===== config.mk =====
export PLATFORM = sky130hd
export DESIGN_NAME = hexcell
export DESIGN_NICKNAME = d
export VERILOG_FILES = /design/src/rtl/hexcell_pkg.sv /design/src/rtl/hexcell_polarity.sv /design/src/rtl/hexcell_fgen.sv /design/src/rtl/hexcell_srff.sv /design/src/rtl/hexcell.sv
export SDC_FILE = /design/constraint.sdc
export NUM_CORES = 1
export LEC_CHECK = 0
export CORE_MARGIN = 5
export CORE_UTILIZATION = 43
export CTS_CLUSTER_SIZE = 16
export DETAILED_ROUTE_END_ITERATION = 7
export PLACE_DENSITY = 0.78
export SKIP_CTS_REPAIR_TIMING = 1
export SYNTH_ARGS = -nofsm -noshare
export SYNTH_HDL_FRONTEND = slang
export SYNTH_SLANG_ARGS = --single-unit

===== constraint.sdc =====
create_clock -name clk -period 1.21 [get_ports clk]
set_input_delay 0.242 -clock clk [delete_from_list [all_inputs] [get_ports clk]]
set_output_delay 0.242 -clock clk [all_outputs]
set_load 0.02 [all_outputs]

===== src/rtl/hexcell_pkg.sv =====
package hexcell_pkg;

   localparam int CELL_INPUTS = 3;
   localparam int FSEL_W      = 3;

   typedef enum logic [FSEL_W-1:0] {
      FN_AND   = 3'd0,
      FN_OR    = 3'd1,
      FN_XOR   = 3'd2,
      FN_EQ3   = 3'd3,
      FN_ORAND = 3'd4,
      FN_XMIX  = 3'd5,
      FN_XMIXN = 3'd6,
      FN_HOLD  = 3'd7
   } fn_e;

   typedef struct packed {
      logic                   ff_mode;
      logic [FSEL_W-1:0]      sel_e;
      logic [CELL_INPUTS-1:0] msk_e;
      logic [FSEL_W-1:0]      sel_d;
      logic [CELL_INPUTS-1:0] msk_d;
      logic [CELL_INPUTS-1:0] pol;
   } cell_cfg_t;

endpackage


===== src/rtl/hexcell_polarity.sv =====
module hexcell_polarity #(
   parameter int N_IN = 3
) (
   input  logic [N_IN-1:0] raw,
   input  logic [N_IN-1:0] pol,
   output logic [N_IN-1:0] adj
);
   for (genvar i = 0; i < N_IN; i++) begin : g_pol
      assign adj[i] = raw[i] ^ pol[i];
   end
endmodule


===== src/rtl/hexcell_fgen.sv =====
module hexcell_fgen
   import hexcell_pkg::*;
#(
   parameter int N_IN  = 3,
   parameter int SEL_W = 3
) (
   input  logic             clk,
   input  logic             rst_n,
   input  logic [N_IN-1:0]  x,
   input  logic [N_IN-1:0]  mask,
   input  logic [SEL_W-1:0] sel,
   output logic             y
);
   logic [N_IN-1:0] v_one;
   logic [N_IN-1:0] v_zero;
   logic            nxt;
   fn_e             code;

   for (genvar i = 0; i < N_IN; i++) begin : g_msk
      assign v_one[i]  = x[i] | mask[i];
      assign v_zero[i] = x[i] & ~mask[i];
   end

   assign code = fn_e'(sel);

   always_comb begin
      case (code)
         FN_AND:   nxt = &v_one;
         FN_OR:    nxt = |v_zero;
         FN_XOR:   nxt = ^v_zero;
         FN_EQ3:   nxt = (&v_zero) | ~(|v_zero);
         FN_ORAND: nxt = (v_zero[0] | v_zero[1]) & v_zero[2];
         FN_XMIX:  nxt = (v_zero[0] & (v_zero[1] ^ v_zero[2])) | ~(|v_zero);
         FN_XMIXN: nxt = (~v_zero[0] & (v_zero[1] ^ v_zero[2]))
                       | (v_zero[0] & ~v_zero[1] & ~v_zero[2]);
         default:  nxt = y;
      endcase
   end

   always_ff @(posedge clk or negedge rst_n) begin
      if (!rst_n) y <= 1'b0;
      else        y <= nxt;
   end
endmodule


===== src/rtl/hexcell_srff.sv =====
module hexcell_srff #(
   parameter bit RESET_WINS = 1'b1
) (
   input  logic clk,
   input  logic rst_n,
   input  logic en,
   input  logic trig,
   input  logic set_i,
   input  logic clr_i,
   output logic q
);
   logic trig_prev;
   logic trig_rise;
   logic nxt;

   assign trig_rise = trig & ~trig_prev;

   if (RESET_WINS) begin : g_clr_first
      always_comb nxt = clr_i ? 1'b0 : (set_i ? 1'b1 : q);
   end else begin : g_set_first
      always_comb nxt = set_i ? 1'b1 : (clr_i ? 1'b0 : q);
   end

   always_ff @(posedge clk or negedge rst_n) begin
      if (!rst_n) begin
         trig_prev <= 1'b0;
         q         <= 1'b0;
      end else begin
         trig_prev <= trig;
         if (en && trig_rise) q <= nxt;
      end
   end
endmodule


===== src/rtl/hexcell.sv =====
module hexcell
   import hexcell_pkg::*;
#(
   parameter int N_IN       = 3,
   parameter bit RESET_WINS = 1'b1
) (
   input  logic            clk,
   input  logic            rst_n,
   input  logic [5*N_IN:0] cfg,
   input  logic            a_in,
   input  logic            b_in,
   input  logic            c_in,
   output logic            d_out,
   output logic            e_out,
   output logic            f_out
);
   localparam int CFG_W = 5 * N_IN + 1;

   if (N_IN != CELL_INPUTS) begin : g_bad_width
      $error("hexcell: N_IN must equal %0d", CELL_INPUTS);
   end
   if (CFG_W != $bits(cell_cfg_t)) begin : g_bad_cfg
      $error("hexcell: configuration width mismatch");
   end

   cell_cfg_t       cs;
   logic [N_IN-1:0] raw;
   logic [N_IN-1:0] adj;
   logic            d_fn;
   logic            e_fn;
   logic            ff_q;
   logic            f_q;

   assign cs  = cell_cfg_t'(cfg);
   assign raw = {c_in, b_in, a_in};

   hexcell_polarity #(.N_IN(N_IN)) u_pol (
      .raw (raw),
      .pol (cs.pol),
      .adj (adj)
   );

   hexcell_fgen #(.N_IN(N_IN), .SEL_W(FSEL_W)) u_fgen_d (
      .clk   (clk),
      .rst_n (rst_n),
      .x     (adj),
      .mask  (cs.msk_d),
      .sel   (cs.sel_d),
      .y     (d_fn)
   );

   hexcell_fgen #(.N_IN(N_IN), .SEL_W(FSEL_W)) u_fgen_e (
      .clk   (clk),
      .rst_n (rst_n),
      .x     (adj),
      .mask  (cs.msk_e),
      .sel   (cs.sel_e),
      .y     (e_fn)
   );

   hexcell_srff #(.RESET_WINS(RESET_WINS)) u_ff (
      .clk   (clk),
      .rst_n (rst_n),
      .en    (cs.ff_mode),
      .trig  (adj[1]),
      .set_i (adj[0]),
      .clr_i (adj[2]),
      .q     (ff_q)
   );

   always_ff @(posedge clk or negedge rst_n) begin
      if (!rst_n) f_q <= 1'b0;
      else        f_q <= adj[0];
   end

   assign d_out = cs.ff_mode ? ff_q  : d_fn;
   assign e_out = cs.ff_mode ? ~ff_q : e_fn;
   assign f_out = f_q;
endmodule


==> results of run 1 <==
## cell families after synthesis
| group | share of synthesized area |
|---|---|
| AOI/OAI and AO/OA | 0.327 |
| and+or+nand+nor | 0.217 |
| buffers and inverters | 0.0533 |
| xor gates and xnor gates | 0.0927 |
| DFF | 0.197 |
| adders and majority gates | 0.0789 |
| muxes | 0.0335 |
## flip-flops by register name, summed over array words and instances, names as in the netlist
name and flops:
f_out 1, u_fgen_d.y 1, u_ff.trig_prev 1, u_ff.q 1, u_fgen_e.y 1
## placed cells by master (no fill, tap or decap), types with 2 or more instances in the layout
cell,n
nor2_1,4
nor3_1,2
ha_4,3
dfrtp_1,5
clkdlybuf4s50_1,8
buf_4,35
nor4b_2,2
inv_2,4
or3_1,2
dlymetal6s2s_1,9
clkbuf_4,3
nor2_2,3
a21oi_1,3
buf_6,3
o21ai_0,10
inv_1,5
a31oi_1,3
nand2_1,4
o22ai_1,3
xnor2_4,2
## power groups by stage
stage | Clock, uW | Sequential, uW | Combinational [uW]
CTS | 197 | 214 | 523
global route | 228 | 222 | 690
detailed placement | 0 | 216 | 522
finish | 214 | 218 | 658
global placement | 0 | 214 | 503
floorplan | 0 | 216 | 223
## layout make-up
type | instances | area share
multi-input cells | 67 | 0.450
clock buffers | 4 | 0.0204
flip-flops and latches | 5 | 0.0971
well taps | 15 | 0.0146
repair buffers | 56 | 0.391
inverters | 9 | 0.0262
## worst paths after layout
| path | to | slack, ns | cells after the start |
|---|---|---|---|
| worst max-delay path | u_fgen_e.y | -0.48 | 7 |
| worst min-delay path | u_fgen_e.y | 0.22 | 1 |
| worst max register to register | u_fgen_e.y | 0.07 | 3 |
| worst min register to register | u_ff.q | 0.58 | 2 |
| max in group asynchronous | u_ff.trig_prev | 0.78 | 1 |
| min in group clk | u_ff.trig_prev | 0.48 | 5 |
## through the flow
| step | setup WS (ns) | utilization | setup TNS, ns | power, uW |
|---|---|---|---|---|
| after floorplan | -0.320 | - | -0.622 | 439 |
| after global placement | -0.918 | 0.836 | -3.69 | 717 |
| after detailed placement | -0.987 | 0.836 | -4.01 | 738 |
| after CTS | -0.742 | 0.855 | -3.16 | 933 |
| after global routing | -0.512 | 0.955 | -1.16 | 1140 |
| final | -0.485 | 0.955 | -1.08 | 1090 |
## layer usage
| layer | up-vias | global-route usage | wire length, um |
|---|---|---|---|
| li1 | 429 | - | - |
| met5 | - | 0 | 0 |
| met4 | 0 | 0.0553 | 180 |
| met3 | 28 | 0.0367 | 470 |
| met1 | 436 | 0.201 | 1160 |
| met2 | 104 | 0.300 | 1680 |
==> impl_metrics.yaml, run 1 <==
timing:
  worstMarginPinSlew_ns: 0.578
  slew_viol_final: 0
  fin_skew_ns: 0.00536
  rsz0062_at_grt: "true"
  hold_ws_ns: 0.218
  max_freq_mhz: 590
  timing.final.ws_setup_ns: -0.485
  finalCriticalPeriod_ns: 1.69
  hold_viol_final: 0
  finalCritPeriodShare: 1.40
  report.final.setup_viol: 4
  max_slew_margin: 0.611
setup_path:
  cp.required_ns: 1.34
  crit_chain: "clkdlybuf4s50_1 > inv_1 > nand2_2 > buf_4 > o21ai_0 > nand2_1 > a211o_1"
  startpoint: "cfg[11]"
  cp_num_buf_inv: 3
  critPathKind: "input pin to register"
  worstSetupStartpointType: "input pin"
  crit_arrival_ns: 1.83
  cp_slowest_stage_delay_ns: 0.54
  cp_top_family: "buffers and inverters"
  cp_slowest_cell: "clkdlybuf4s50_1"
  r2r_start: "u_fgen_e.y"
  crit_path_max_fanout: 5
  cp-end-kind: "register"
logic_synthesis:
  synth_common_cells: "o21ai_0 (11), inv_1 (9), nor2_1 (8)"
  ys_seq_area_frac: 0.197
  async_reset_ff_frac: 1.00
  yosys.area.top_type: "dfrtp_1"
  yosysUniqueCellTypes: 35
  yosysMostFrequentCell: "o21ai_0"
  ys_top_cells_by_area: "dfrtp_1 (20%), o21ai_0 (8.7%), ha_1 (7.9%)"
  synthCells: 81
  ys_ff_latch: 5
  yosysWarnings: 0
  avgSynthCellArea_um2: 7.83
  synth_area_um2: 634
  synth_edf_count: 0
  synth_ff_type: "dfrtp_1"
  synth.top_cell.area_share: 0.197
  synth_nets: 106
grt:
  grt_max_degree: 6
  grt_usage: 0.170
  grt_overflow: 0
  grt_pass1_vias: 823
  antenna_found_initial: 0
  grt_pass1_wl_mm: 3.32
cells_and_area:
  fillCellCount: 33
  multi_input_area_um2: 581
  seq_area_um2: 125
  syn_to_final_growth_pct: 103
  layout-drive-gt1-share: 0.447
  num_antenna_cells: 0
  stdcell_count: 156
  fin_nets: 167
  stdcell_area_um2: 1290
pwr:
  powerDensity_nw_per_um2: 846
  p_switching_uw: 423
  leakagePower_uw: 0.000644
  irDropWorstVdd_mv: 0.519
  seqPwrFrac: 0.200
  clkPwrFrac: 0.196
  switching_share: 0.388
  p_int_uw: 667
  p_comb_frac: 0.604
floorplanning:
  core_area_um2: 1350
  die_h_um: 48.4
  num_rows: 13
  start_util: 0.470
  dieArea_um2: 2340
  io_pins: 24
  die-width_um: 48.4
clocking:
  cts-buffers-inserted: 3
  cts_buffer_depth: 2
  path_clk_slew_ns: 0.05
  cts_max_level: 1
  cts_tree: "yes"
  cts_root_buf: "clkbuf_4"
  clock-sinks: 5
  clk_latency_ns: 0.25
route:
  firstDrtPassIters: 5
  initialDrtViolationCount: 78
  routedWlPerCell_um: 22.4
  viasPerCell: 6.39
  vias: 997
  route.detailed.drc: 0
  wirelength_mm: 3.49
  postRouteAntennaNets: 0
placement:
  hpwl_mm: 1.75
  dpl-instance-area_um2: 1130
  dp_cells: 147
  place_congestion: 0.805
  port_buffers: 23
job:
  cap_violations: 0
worst_hold_path:
  hold_class: "input pin to async pin"
status:
  violations: "setup timing"
  outcome: "finished, violations left"
No activity file was read; power rests on OpenSTA's default activity.
==> run 2, diff against run 1 <==
--- a/config.mk
+++ b/config.mk
@@ -9,7 +9,7 @@
 export CORE_UTILIZATION = 43
 export CTS_CLUSTER_SIZE = 16
 export DETAILED_ROUTE_END_ITERATION = 7
-export PLACE_DENSITY = 0.78
+export PLACE_DENSITY = 0.85
 export SKIP_CTS_REPAIR_TIMING = 1
 export SYNTH_ARGS = -nofsm -noshare
 export SYNTH_HDL_FRONTEND = slang
==> run 2 against run 1 <==
Sequential power hardly changed. The flow still finishes with violations (setup timing). Non-clock buffer count is 2 lower. Highest routed layer unchanged. Clock skew is 0.0031 ns lower. Maximum frequency is 2.9% higher.
==> impl_metrics.yaml, run 2 (same netlist as run 1, synthesis figures left out) <==
status:
  outcome: "finished, violations left"
  violations: "setup timing"
clocking:
  cts_max_level: 1
  path_clk_slew_ns: 0.05
  clk_latency_ns: 0.25
  cts-buffers-inserted: 3
  cts_buffer_depth: 2
  cts_root_buf: "clkbuf_4"
  cts_tree: "yes"
  clock-sinks: 5
cells_and_area:
  layout_common_cells: "buf_4 (31), dlymetal6s2s_1 (11), o21ai_0 (6), clkdlybuf4s50_1 (6)"
  stdcell_count: 154
  postLayoutCoreUtil: 0.958
  layout-drive-gt1-share: 0.446
  fin_nets: 165
  syn_to_final_growth_pct: 104
  num_antenna_cells: 0
  final_common_cell: "buf_4"
pwr:
  powerDensity_nw_per_um2: 863
  leakagePower_uw: 0.000655
  irDropWorstVdd_mv: 0.447
setup_path:
  cp-end-kind: "register"
  critPathKind: "input pin to register"
  startpoint: "cfg[7]"
  crit_path_max_fanout: 5
  cp_top_family: "compound AO/OA/AOI/OAI gates"
  cp_slowest_cell: "clkdlybuf4s50_1"
  crit_chain: "clkdlybuf4s50_1 > buf_4 > nor3_1 > o21ai_0 > o22ai_1 > a311oi_1 > a31oi_1"
  cp_num_buf_inv: 2
  cp_slowest_stage_delay_ns: 0.45
  cp.required_ns: 1.38
  r2r_start: "u_fgen_e.y"
  crit_arrival_ns: 1.81
  worstSetupStartpointType: "input pin"
grt:
  grt_pass1_vias: 869
  grt_max_degree: 7
  grt_pass1_wl_mm: 3.80
  grt_overflow: 0
  grt_usage: 0.201
  antenna_found_initial: 0
floorplanning:
  num_rows: 13
  core_area_um2: 1350
  start_util: 0.470
  die_h_um: 48.4
  dieArea_um2: 2340
  io_pins: 24
  die-width_um: 48.4
timing:
  report.final.setup_viol: 4
  finalCritPeriodShare: 1.36
  fin_skew_ns: 0.00224
  worstMarginPinSlew_ns: 0.545
  slew_viol_final: 0
  timing.final.ws_setup_ns: -0.437
  hold_viol_final: 0
  finalCriticalPeriod_ns: 1.65
  max_freq_mhz: 607
  max_slew_margin: 0.632
  rsz0062_at_grt: "true"
  setup_tns_ns: -0.920
route:
  viasPerCell: 6.80
  firstDrtPassIters: 5
  wirelength_mm: 3.71
  postRouteAntennaNets: 0
  vias: 1047
  initialDrtViolationCount: 144
  routedWlPerCell_um: 24.1
  route.detailed.drc: 0
placement:
  dp_cells: 145
  place_congestion: 0.786
  hpwl_mm: 1.90
  port_buffers: 23
worst_hold_path:
  hold_class: "input pin to async pin"
job:
  cap_violations: 0
run 2: area by class of cell:
| class | count | area (um2) |
|---|---|---|
| Timing Repair Buffer | 54 | 504 |
| Tap cell | 15 | 18.8 |
| Clock buffer | 4 | 26.3 |
| Multi-Input combinational cell | 67 | 586 |
| Inverter | 9 | 33.8 |
| Fill cell | 28 | 56.3 |
| Sequential cell | 5 | 125 |
run 2: layer usage:
metal | global-route usage | wire, um | up-vias
met5 | 0 | 0 | -
met4 | 0.0968 | 329 | 0
met3 | 0.0398 | 472 | 47
met2 | 0.348 | 1700 | 120
met1 | 0.230 | 1200 | 456
li1 | - | - | 424
run 2: through the flow:
step           total power (uW)  cell area (um2)  worst slack [ns]  hold slack, ns
2_1_floorplan               439              669            -0.320         -0.0536
3_3_place_gp                708             1110            -0.908           0.476
3_5_place_dp                739             1110             -1.04           0.485
4_1_cts                     942             1140            -0.793           0.233
5_1_grt                    1160             1290            -0.646           0.240
6_report                   1120             1290            -0.437           0.226
run 2: report_power, final:
part	switching (uW)	internal [uW]
Combinational	332	349
Clock	90.4	126
Sequential	22.0	197
Total	444	672
run 2: path summary, 6_finish.rpt:
check | endpoint | slack, ns | depth (start not counted)
max reg2reg | u_fgen_e.y | 0.10 | 3
min in group clk | u_ff.trig_prev | 0.43 | 4
min | u_ff.q | 0.23 | 1
max in group asynchronous | u_fgen_d.y | 0.77 | 1
min reg2reg | u_ff.q | 0.62 | 2
max | u_fgen_d.y | -0.44 | 7
